`src/rtl/div_pkg.sv`:
```
package div_pkg;

  typedef enum logic [1:0] {
    S_IDLE = 2'd0,
    S_RUN  = 2'd1,
    S_FIN  = 2'd2
  } div_state_t;

endpackage

```
`src/rtl/div_operand_prep.sv`:
```
module div_operand_prep #(
  parameter int W = 32
) (
  input  logic [W-1:0] a_in,
  input  logic [W-1:0] b_in,
  input  logic         sgn,
  output logic [W-1:0] a_mag,
  output logic [W-1:0] b_mag,
  output logic         q_neg,
  output logic         r_neg,
  output logic         b_zero
);

  logic a_is_neg;
  logic b_is_neg;

  always_comb begin
    a_is_neg = sgn & a_in[W-1];
    b_is_neg = sgn & b_in[W-1];
    a_mag    = a_is_neg ? (~a_in + 1'b1) : a_in;
    b_mag    = b_is_neg ? (~b_in + 1'b1) : b_in;
    q_neg    = a_is_neg ^ b_is_neg;
    r_neg    = a_is_neg;
    b_zero   = (b_in == '0);
  end

endmodule

```
`src/rtl/div_step.sv`:
```
module div_step #(
  parameter int W = 32
) (
  input  logic [2*W:0] rem_in,
  input  logic [W-1:0] dvs,
  output logic [2*W:0] rem_out
);

  logic [W+1:0] trial;

  always_comb begin
    trial = {1'b0, rem_in[2*W:W]} - {2'b00, dvs};
    if (!trial[W+1]) begin
      // trial fits: keep difference, shift left, new quotient bit is 1
      rem_out = {trial[W-1:0], rem_in[W-1:0], 1'b1};
    end else begin
      // trial negative: keep old upper part, shift left, quotient bit 0
      rem_out = {rem_in[2*W-1:0], 1'b0};
    end
  end

endmodule

```
`src/rtl/div_result_fix.sv`:
```
module div_result_fix #(
  parameter int W = 32
) (
  input  logic [2*W:0] rem_in,
  input  logic         q_neg,
  input  logic         r_neg,
  input  logic         b_zero,
  input  logic [W-1:0] dvd_raw,
  output logic [W-1:0] q_out,
  output logic [W-1:0] r_out
);

  logic [W-1:0] q_mag;
  logic [W-1:0] r_mag;

  always_comb begin
    q_mag = rem_in[W-1:0];
    // one-bit right correction of the over-shifted remainder
    r_mag = rem_in[2*W:W+1];
    if (b_zero) begin
      q_out = '1;
      r_out = dvd_raw;
    end else begin
      q_out = q_neg ? (~q_mag + 1'b1) : q_mag;
      r_out = r_neg ? (~r_mag + 1'b1) : r_mag;
    end
  end

endmodule

```
`src/rtl/seq_divider.sv`:
```
module seq_divider
  import div_pkg::*;
#(
  parameter int W = 32
) (
  input  logic         clk,
  input  logic         rst_n,
  input  logic         start,
  input  logic         signed_mode,
  input  logic [W-1:0] dividend,
  input  logic [W-1:0] divisor,
  output logic         busy,
  output logic         done,
  output logic         zero_div,
  output logic [W-1:0] quo_lo,
  output logic [W-1:0] rem_hi
);

  localparam int CW   = (W > 1) ? $clog2(W) : 1;
  localparam int RW   = 2 * W + 1;
  localparam logic [CW-1:0] LAST = CW'(W - 1);

  div_state_t st_q, st_d;
  logic [CW-1:0] cnt_q, cnt_d;
  logic [RW-1:0] rem_q, rem_d, rem_step, rem_init;
  logic [W-1:0]  dvs_q, dvd_q;
  logic          qneg_q, rneg_q, bz_q;
  logic [W-1:0]  quo_q, quo_d, remo_q, remo_d;
  logic          done_q, done_d, zd_q, zd_d;

  logic [W-1:0]  a_mag, b_mag;
  logic          q_neg, r_neg, b_zero;
  logic [W-1:0]  fix_q, fix_r;

  logic          accept;
  logic          opnd_en;
  logic          rem_en;
  logic          cnt_en;
  logic          res_en;

  div_operand_prep #(.W(W)) prep_i (
    .a_in   (dividend),
    .b_in   (divisor),
    .sgn    (signed_mode),
    .a_mag  (a_mag),
    .b_mag  (b_mag),
    .q_neg  (q_neg),
    .r_neg  (r_neg),
    .b_zero (b_zero)
  );

  div_step #(.W(W)) step_i (
    .rem_in  (rem_q),
    .dvs     (dvs_q),
    .rem_out (rem_step)
  );

  div_result_fix #(.W(W)) fix_i (
    .rem_in  (rem_q),
    .q_neg   (qneg_q),
    .r_neg   (rneg_q),
    .b_zero  (bz_q),
    .dvd_raw (dvd_q),
    .q_out   (fix_q),
    .r_out   (fix_r)
  );

  // initial load: dividend right-justified, then the first left shift
  assign rem_init = {{W{1'b0}}, a_mag, 1'b0};

  // next-state logic
  always_comb begin
    st_d    = st_q;
    cnt_d   = cnt_q;
    rem_d   = rem_q;
    quo_d   = quo_q;
    remo_d  = remo_q;
    done_d  = 1'b0;
    zd_d    = 1'b0;
    accept  = 1'b0;
    opnd_en = 1'b0;
    rem_en  = 1'b0;
    cnt_en  = 1'b0;
    res_en  = 1'b0;
    unique case (st_q)
      S_IDLE: begin
        if (start) begin
          accept  = 1'b1;
          opnd_en = 1'b1;
          rem_en  = 1'b1;
          cnt_en  = 1'b1;
          rem_d   = rem_init;
          cnt_d   = '0;
          st_d    = S_RUN;
        end
      end
      S_RUN: begin
        rem_en = 1'b1;
        cnt_en = 1'b1;
        rem_d  = rem_step;
        cnt_d  = cnt_q + 1'b1;
        if (cnt_q == LAST) begin
          st_d = S_FIN;
        end
      end
      S_FIN: begin
        res_en = 1'b1;
        quo_d  = fix_q;
        remo_d = fix_r;
        done_d = 1'b1;
        zd_d   = bz_q;
        st_d   = S_IDLE;
      end
      default: begin
        st_d = S_IDLE;
      end
    endcase
  end

  // state and counter registers
  always_ff @(posedge clk or negedge rst_n) begin
    if (!rst_n) begin
      st_q <= S_IDLE;
      cnt_q <= '0;
    end else begin
      st_q <= st_d;
      if (cnt_en) begin
        cnt_q <= cnt_d;
      end
    end
  end

  // datapath registers
  always_ff @(posedge clk or negedge rst_n) begin
    if (!rst_n) begin
      rem_q  <= '0;
      dvs_q  <= '0;
      dvd_q  <= '0;
      qneg_q <= 1'b0;
      rneg_q <= 1'b0;
      bz_q   <= 1'b0;
    end else begin
      if (rem_en) begin
        rem_q <= rem_d;
      end
      if (opnd_en) begin
        dvs_q  <= b_mag;
        dvd_q  <= dividend;
        qneg_q <= q_neg;
        rneg_q <= r_neg;
        bz_q   <= b_zero;
      end
    end
  end

  // result registers
  always_ff @(posedge clk or negedge rst_n) begin
    if (!rst_n) begin
      quo_q  <= '0;
      remo_q <= '0;
      done_q <= 1'b0;
      zd_q   <= 1'b0;
    end else begin
      done_q <= done_d;
      zd_q   <= zd_d;
      if (res_en) begin
        quo_q  <= quo_d;
        remo_q <= remo_d;
      end
    end
  end

  assign busy     = (st_q != S_IDLE);
  assign done     = done_q;
  assign zero_div = zd_q;
  assign quo_lo   = quo_q;
  assign rem_hi   = remo_q;

endmodule

```
`config.mk`:
```
export PLATFORM = sky130hd
export DESIGN_NAME = seq_divider
export DESIGN_NICKNAME = d
export VERILOG_FILES = /design/src/rtl/div_pkg.sv /design/src/rtl/div_operand_prep.sv /design/src/rtl/div_step.sv /design/src/rtl/div_result_fix.sv /design/src/rtl/seq_divider.sv
export SDC_FILE = /design/constraint.sdc
export NUM_CORES = 1
export LEC_CHECK = 0
export ABC_AREA = 1
export BUFFER_PORTS_ARGS = -buffer_cell sky130_fd_sc_hd__buf_2
export CAP_MARGIN = 30
export CORE_ASPECT_RATIO = 1.75
export CORE_UTILIZATION = 65
export CTS_BUF_LIST = sky130_fd_sc_hd__clkbuf_4
export DETAILED_ROUTE_END_ITERATION = 8
export GPL_TIMING_DRIVEN = 0
export PLACE_DENSITY = 0.86
export SLEW_MARGIN = 20
export SYNTH_ARGS = -nofsm -noshare
export SYNTH_HDL_FRONTEND = slang
export SYNTH_HIERARCHICAL = 1
export SYNTH_SLANG_ARGS = --single-unit
```
`constraint.sdc`:
```
create_clock -name clk -period 3.7 [get_ports clk]
set_input_delay 0.37 -clock clk [delete_from_list [all_inputs] [get_ports clk]]
set_output_delay 0.37 -clock clk [all_outputs]
set_load 0.05 [all_outputs]
```
==> results of run 1 <==
[flip-flops by register name, indices dropped and copies added (netlist names)]
| signal | flops |
|---|---|
| bz_q | 1 |
| cnt_q | 5 |
| done | 1 |
| dvd_q | 32 |
| dvs_q | 32 |
| qneg_q | 1 |
| quo_lo | 32 |
| rem_hi | 32 |
| rem_q | 65 |
| rneg_q | 1 |
| st_q | 2 |
| zero_div | 1 |
[report_power, final]
group	switching [uW]	internal, uW	total [uW]	leakage [uW]
clock network	986	877	1860	0.000340
registers	954	3120	4080	0.00248
logic	7710	3930	11600	0.00727
[worst max path at each step]
stage                          from   endpoint  slack, ps  cells after the start
final                     rem_q[32]  rem_q[61]        840                     17
after global routing      rem_q[32]  rem_q[61]        680                     17
after CTS                 rem_q[32]  rem_q[61]       1020                     17
after detailed placement  rem_q[51]  rem_q[53]       1060                     12
after global placement        rst_n  dvs_q[30]      -1020                      1
after floorplan           rem_q[32]  rem_q[61]       1710                     16
[logic make-up (layout without fill, tap and decap cells)]
logic type | Yosys count | after routing | synth area share
other | 0 | 1 | 0
AO/OA/AOI/OAI | 135 | 135 | 0.04698
buffers and inverters | 360 | 624 | 0.1060
XOR/XNOR | 47 | 47 | 0.02581
AND/OR/NAND/NOR | 1762 | 1762 | 0.4686
flip-flops | 205 | 205 | 0.3216
adder cells (fa/ha/maj) | 39 | 39 | 0.03106
[per-layer routing]
metal / part of all wire / routed length (microns)
met5: 0.00015 / 9
met3: 0.078 / 4615
met1: 0.29 / 16960
met2: 0.49 / 29300
met4: 0.14 / 8378
[worst max-delay path: stages (launching register included)]
cell and delay (ps):
dfrtp_1 460, inv_1 110, ha_1 160, inv_1 80
fa_1 480, nand3_1 130, nand3_1 180, nand2_1 110
nand2_1 140, nand2_1 100, nand2_1 210, nand2_1 160
nand2_1 60, nand2_1 60, nand3_1 80, nand2_1 60
nand2_1 50, nand2_1 70
[cell usage in the layout (no fill, tap or decap), drive strengths merged]
| master | count |
|---|---|
| clkinvlp | 1 |
| o211ai | 2 |
| buf | 238 |
| nand4 | 23 |
| a31oi | 1 |
| nand2 | 1225 |
| o21bai | 5 |
| nor3b | 1 |
| xor2 | 31 |
| ha | 38 |
| nand3 | 220 |
| and3 | 1 |
| dfrtp | 205 |
| a21o | 1 |
| clkinv | 10 |
| clkbuf | 73 |
| xnor2 | 16 |
| a21oi | 55 |
| inv | 252 |
| fa | 1 |
| nand3b | 13 |
| or2 | 2 |
| nor2 | 257 |
| bufinv | 1 |
| and2 | 11 |
| dlygate4sd3 | 49 |
| nor3 | 9 |
| o21ai | 69 |
| o31ai | 2 |
| diode | 1 |
[through the flow]
step,util,hold slack [ps],setup TNS (ps)
floorplan,-,74.41,0
global placement,0.7080,457.8,-206070
detailed placement,0.7107,349.2,0
CTS,0.7548,0.8528,0
global route,0.7554,16.59,0
finish,0.7554,28.76,0
[cell type report]
class | count | area (sq um)
multi-input combinational | 1983 | 9131
fill | 1908 | 5876
sequential | 205 | 5130
timing repair buffer | 186 | 1237
inverter | 251 | 944.7
buffer | 109 | 745.7
clock buffer | 65 | 488.0
tap | 308 | 385.4
clock inverter | 13 | 82.58
antenna | 1 | 2.502
[timing repair]
item | 4_1_cts | 5_1_grt
setup endpoints to repair | 0 | 0
hold endpoints to repair | 121 | 0
hold buffers | 49 | 0
resized for setup | 0 | 0
==> metrics.md, run 1 <==
| Metric | Value |
|---|---|
| Status | finished with violations |
| Failing checks | DRC |
| Crit start category | register |
| Io pins | 135 |
| Tot GR Track Use | 0.4844 |
| Final cell count without fillers | 3,121 |
| Number of I/O port buffers | 134 |
| Unrepaired setup endpoints after global routing | false |
| Slew HR | 0.2117 |
| Worst Hold End | dvs_q[24] |
| H-tree depth | 2 |
| Pre-CTS WS | 1063 ps |
| WL final | 59,270 microns |
| Crit path DAT | 3480 ps |
| Number of global-route vias before repair | 18,096 |
| YS warnings | 6 |
| Clock Skew | 79.03 ps |
| Total gr overflow | 0 |
| Number of remaining DRC errors | 1 |
| Dpl cell area | 0.01707 sq mm |
| Yosys top cell area share | 0.3216 |
| Final min period | 2856 ps |
| Sequential share of the synthesized area | 0.3216 |
| Design Area, Final | 0.01815 sq mm |
| Synth Cell Area | 0.01595 sq mm |
| Final Max Slew Viols | 0 |
| Met3 Usage GRT | 0.1340 |
| Initial Utilization | 0.6640 |
| WL/cell | 18.99 microns |
| Type of the worst setup path | register to register |
| Max-cap violation count | 0 |
| Final setup viols | 0 |
| Critical R2R Launch | rem_q[32] |
| Die X | 120.4 microns |
| Via count of the routed design | 17,889 |
| Nets | 2,891 |
| Design Power | 17,580 uW |
| Top-count cell post-synth | nand2_1 |
| Clock sinks | 205 |
| Synthesized area per cell | 6.260 sq um |
| Hold Crit Class | input port to register |
| Initial antenna violation count | 2 |
| Met2 Usage GRT | 0.8401 |
| CTS Buf Count | 48 |
| Clk pin slew, worst setup/hold paths | 80 ps |
| Layout cells sized above 1 | 0.1508 |
| Cell taking the most area after synthesis | dfrtp_1 |
| Synthesis-to-finish area growth | 13.77% |
| Worst r2r path cells | 17 |
| Met1 Use GR | 0.4016 |
| Distinct cells, synth | 46 |
| Core box area | 0.02402 sq mm |
| R2r setup slk | 840 ps |
| Die Ht | 209.2 microns |
| Synth area leaders | dfrtp_1, nand2_1, nand3_1 |
| Syn Inst Count | 2,548 |
| Critical path required time | 4330 ps |
| Post-synthesis async set-or-reset flop share | 1.000 |
| Post-DP HPWL | 43,880 microns |
| Final Cycle Share | 0.7719 |
| Worst Max-Slew Pin Slew | 1170 ps |
| Setup WS post-layout | 844.1 ps |
| Hold wc startpoint | divisor[24] |
| Initial DRC count | 1,569 |
| Post-synth top cells | nand2_1, inv_1, nor2_1 |
| Post-synth EDFFs | 0 |
| DR pass1 iterations | 9 |
| Die area | 0.02520 sq mm |
| Critical path fanouts, max | 4 |
| Pin count of the biggest net entering global routing | 74 |
| Fmax | 350.2 MHz |
| Grt peak-use layer | met2 |
| Worst setup EP type | register |
| Dpl cells | 2,992 |
| Hold Path Cell Cnt | 5 |
| Number of routed nets with antenna violations | 0 |
| # rows | 75 |
| Clk buf depth | 3 |
| R2R Path End | rem_q[61] |
| CTS Root Buffer Type | clkbuf_4 |
| Post-synth top flop | dfrtp_1 |
| Pwr dens | 968.8 mW/mm^2 |
| Maximum VDD drop | 0.5594 mV |
| Clk_lat worst skew | 760 ps |
| CTS tree | done |
| Number of setup buffers added after CTS | 0 |
| P_leak | 0.01009 uW |
| RePlAce Congestion | 1.012 |
| Syn Nets | 2,655 |
| Global-route wire length before repair | 91,820 microns |
| #FFs+latches synth | 205 |
| Vias per std cell | 5.732 |
| Final Hold Vio Count | 0 |
Power figures use the tool's default switching activity.
==> run 2, diff against run 1 <==
--- a/config.mk
+++ b/config.mk
@@ -5,15 +5,15 @@
 export SDC_FILE = /design/constraint.sdc
 export NUM_CORES = 1
 export LEC_CHECK = 0
-export ABC_AREA = 1
+export ABC_AREA = 0
 export BUFFER_PORTS_ARGS = -buffer_cell sky130_fd_sc_hd__buf_2
 export CAP_MARGIN = 30
 export CORE_ASPECT_RATIO = 1.75
-export CORE_UTILIZATION = 65
+export CORE_UTILIZATION = 56
 export CTS_BUF_LIST = sky130_fd_sc_hd__clkbuf_4
 export DETAILED_ROUTE_END_ITERATION = 8
 export GPL_TIMING_DRIVEN = 0
-export PLACE_DENSITY = 0.86
+export PLACE_DENSITY = 0.79
 export SLEW_MARGIN = 20
 export SYNTH_ARGS = -nofsm -noshare
 export SYNTH_HDL_FRONTEND = slang
==> constraint.sdc (replaced) <==
create_clock -name clk -period 2.4 [get_ports clk]
set_input_delay 0.24 -clock clk [delete_from_list [all_inputs] [get_ports clk]]
set_output_delay 0.24 -clock clk [all_outputs]
set_load 0.05 [all_outputs]
==> run 2 against run 1 <==
The run ends with setup timing left; power is 80% higher; setup slack got worse by 1400 ps; sequential power up 73%; hold slack worse by 5.8 ps; utilization up 1.5 points; largest power group unchanged.
==> metrics.md, run 2 <==
| Metric | Value |
|---|---|
| Status | finished with violations |
| Failing checks | setup timing |
| Max reg flops | 65 |
| Synth Cell Area | 0.01399 sq mm |
| Crit path DAT | 3630 ps |
| Number of global-route vias before repair | 15,018 |
| Met1 Use GR | 0.3685 |
| Number of routed nets with antenna violations | 0 |
| Simple-Gate Fraction of Synth Area | 0.2294 |
| Unrepaired setup endpoints after global routing | true |
| Mux share of post-synthesis cell area | 0.06476 |
| Post-synthesis compound-gate area fraction | 0.1555 |
| Clk_lat worst skew | 790 ps |
| Number of I/O port buffers | 134 |
| Io pins | 135 |
| # rows | 76 |
| Area share of fa/ha/maj cells after synthesis | 0.03542 |
| Total gr overflow | 0 |
| Nets | 2,108 |
| Type of the worst setup path | register to register |
| TNS Setup | -19,230 ps |
| Via count of the routed design | 15,164 |
| Xor and xnor area share after synthesis | 0.08390 |
| Initial Utilization | 0.5702 |
| Dpl cell area | 0.01524 sq mm |
| Met2 Usage GRT | 0.7173 |
| YS warnings | 6 |
| Slew HR | 0.3028 |
| Crit start category | register |
| P_leak | 0.008624 uW |
| Design Area, Final | 0.01889 sq mm |
| Critical path required time | 3110 ps |
| Layout cells sized above 1 | 0.3409 |
| Top-count cell post-synth | nand2_1 |
| Pwr dens | 1675 mW/mm^2 |
| Biggest register | rem_q |
| Dpl cells | 2,119 |
| Global-route wire length before repair | 79,990 microns |
| R2r setup slk | -520 ps |
| Final Cycle Share | 1.217 |
| Post-synth EDFFs | 0 |
| Worst Max-Slew Pin Slew | 1035 ps |
| Main combinational cell family by area after synthesis | simple AND/OR/NAND/NOR gates |
| Clock sinks | 205 |
| Final Hold Vio Count | 0 |
| Max-cap violation count | 0 |
| Synthesis-to-finish area growth | 35.04% |
| Number of remaining DRC errors | 0 |
| Distinct cells, synth | 82 |
| Commonest non-fill, non-tap cell in the layout | nand2_1 |
| H-tree depth | 2 |
| CTS Root Buffer Type | clkbuf_4 |
| Met3 Usage GRT | 0.1183 |
| Pre-CTS WS | -815.3 ps |
| Cell taking the most area after synthesis | dfrtp_1 |
| Syn Inst Count | 1,671 |
| Initial antenna violation count | 5 |
| Final Max Slew Viols | 0 |
| WL final | 57,710 microns |
| Area of the multi-input gates | 0.009527 sq mm |
| Most frequent cells in the layout | nand2_1, dfrtp_1, buf_2, buf_4, clkbuf_4 |
| Synthesized area per cell | 8.371 sq um |
| Worst setup EP type | register |
| Critical path fanouts, max | 5 |
| Final min period | 2920 ps |
| Post-synthesis async set-or-reset flop share | 1.000 |
| Synth area leaders | dfrtp_1, nand2_1, mux2_2 |
| Hold Crit Class | input port to async pin |
| Clk pin slew, worst setup/hold paths | 80 ps |
| Sequential share of the synthesized area | 0.3667 |
| RePlAce Congestion | 0.9928 |
| CTS tree | done |
| Fmax | 342.4 MHz |
| Tot GR Track Use | 0.4201 |
| Clock Skew | 44.85 ps |
| Area taken by flip-flops and latches | 0.005160 sq mm |
| Final setup viols | 58 |
| DR pass1 iterations | 8 |
| Die area | 0.02564 sq mm |
| Post-DP HPWL | 35,680 microns |
| Die Ht | 211.1 microns |
| #FFs+latches synth | 205 |
| Pin count of the biggest net entering global routing | 73 |
| Clk buf depth | 3 |
| Post-synth top cells | nand2_1, dfrtp_1, o21ai_0 |
| Post-synth top flop | dfrtp_1 |
| Maximum VDD drop | 0.7807 mV |
| Core box area | 0.02453 sq mm |
| Layout fillers | 1,550 |
| Die X | 121.5 microns |
| Grt peak-use layer | met2 |
| WL/cell | 24.59 microns |
| CTS Buf Count | 46 |
| Setup WS post-layout | -520.2 ps |
| Yosys top cell area share | 0.3667 |
| Vias per std cell | 6.461 |
| Design Power | 31,640 uW |
| Syn Nets | 1,778 |
| Final cell count without fillers | 2,347 |
| Initial DRC count | 1,447 |
[run 2: metrics by stage]
step / util / hold WS [ps]
3_3_place_gp: 0.6181 / 457.4
4_1_cts: 0.7295 / 54.98
5_1_grt: 0.7699 / 52.35
6_report: 0.7700 / 23.00
3_5_place_dp: 0.6210 / 225.0
2_1_floorplan: - / -55.59
[run 2: cell type report]
| type | count | area share |
|---|---|---|
| clock buffers | 69 | 0.02742 |
| plain buffers | 117 | 0.03967 |
| repair buffers | 286 | 0.1183 |
| flip-flops and latches | 205 | 0.2731 |
| well taps | 312 | 0.02066 |
| inverters | 62 | 0.01245 |
| clock inverters | 11 | 0.003775 |
| multi-input cells | 1283 | 0.5043 |
| diodes | 2 | 0.0002649 |
[run 2: per-layer routing]
| metal | share of wire | vias to the layer above |
|---|---|---|
| met3 | 0.089 | 528 |
| li1 | - | 6451 |
| met2 | 0.48 | 1068 |
| met4 | 0.14 | 8 |
| met1 | 0.29 | 7109 |
| met5 | 0.00099 | - |
[run 2: cell families (layout without fill, tap and decap cells)]
family          count (synthesis)  after routing
simple gates                  718            718
buf+inv                       183            545
fa+ha+maj                      39             39
compound gates                312            312
xor+xnor                      134            134
flops                         205            205
other cells                     0              2
mux                            80             80
[run 2: repair_timing]
| item | 4_1_cts | 5_1_grt |
|---|---|---|
| hold endpoints to repair | 295 | 0 |
| cloned | 4 | 1 |
| gates resized for setup | 215 | 183 |
| pin swaps | 52 | 83 |
| hold buffers | 67 | 0 |
| endpoints found under the setup margin | 88 | 101 |
| setup buffers | 43 | 33 |
[run 2: power breakdown]
part	switching [uW]	internal, uW
sequential	1990	5040
clock	1560	1410
combinational	12600	9020
[run 2: path summary, 6_finish.rpt]
path                       depth (start not counted)      start          to
max                                               14  rem_q[33]   rem_q[47]
min                                                2      rst_n  rem_hi[15]
max reg2reg                                       14  rem_q[33]   rem_q[47]
min reg2reg                                        2  dvs_q[21]   dvs_q[21]
max in group asynchronous                          3      rst_n   rem_q[58]
min in group clk                                   4      start    rem_q[1]
[run 2: worst max-delay path, cell delays in order (launching register included)]
cell and delay [ps]:
dfrtp_2 490, buf_6 150, ha_4 200, nor2b_4 120
o2111a_2 290, o21ai_4 260, a311oi_2 190, nor3_4 280
buf_6 210, buf_8 160, buf_8 160, nand2_2 80
o21ai_2 90, nand2_1 70, nand2_1 100
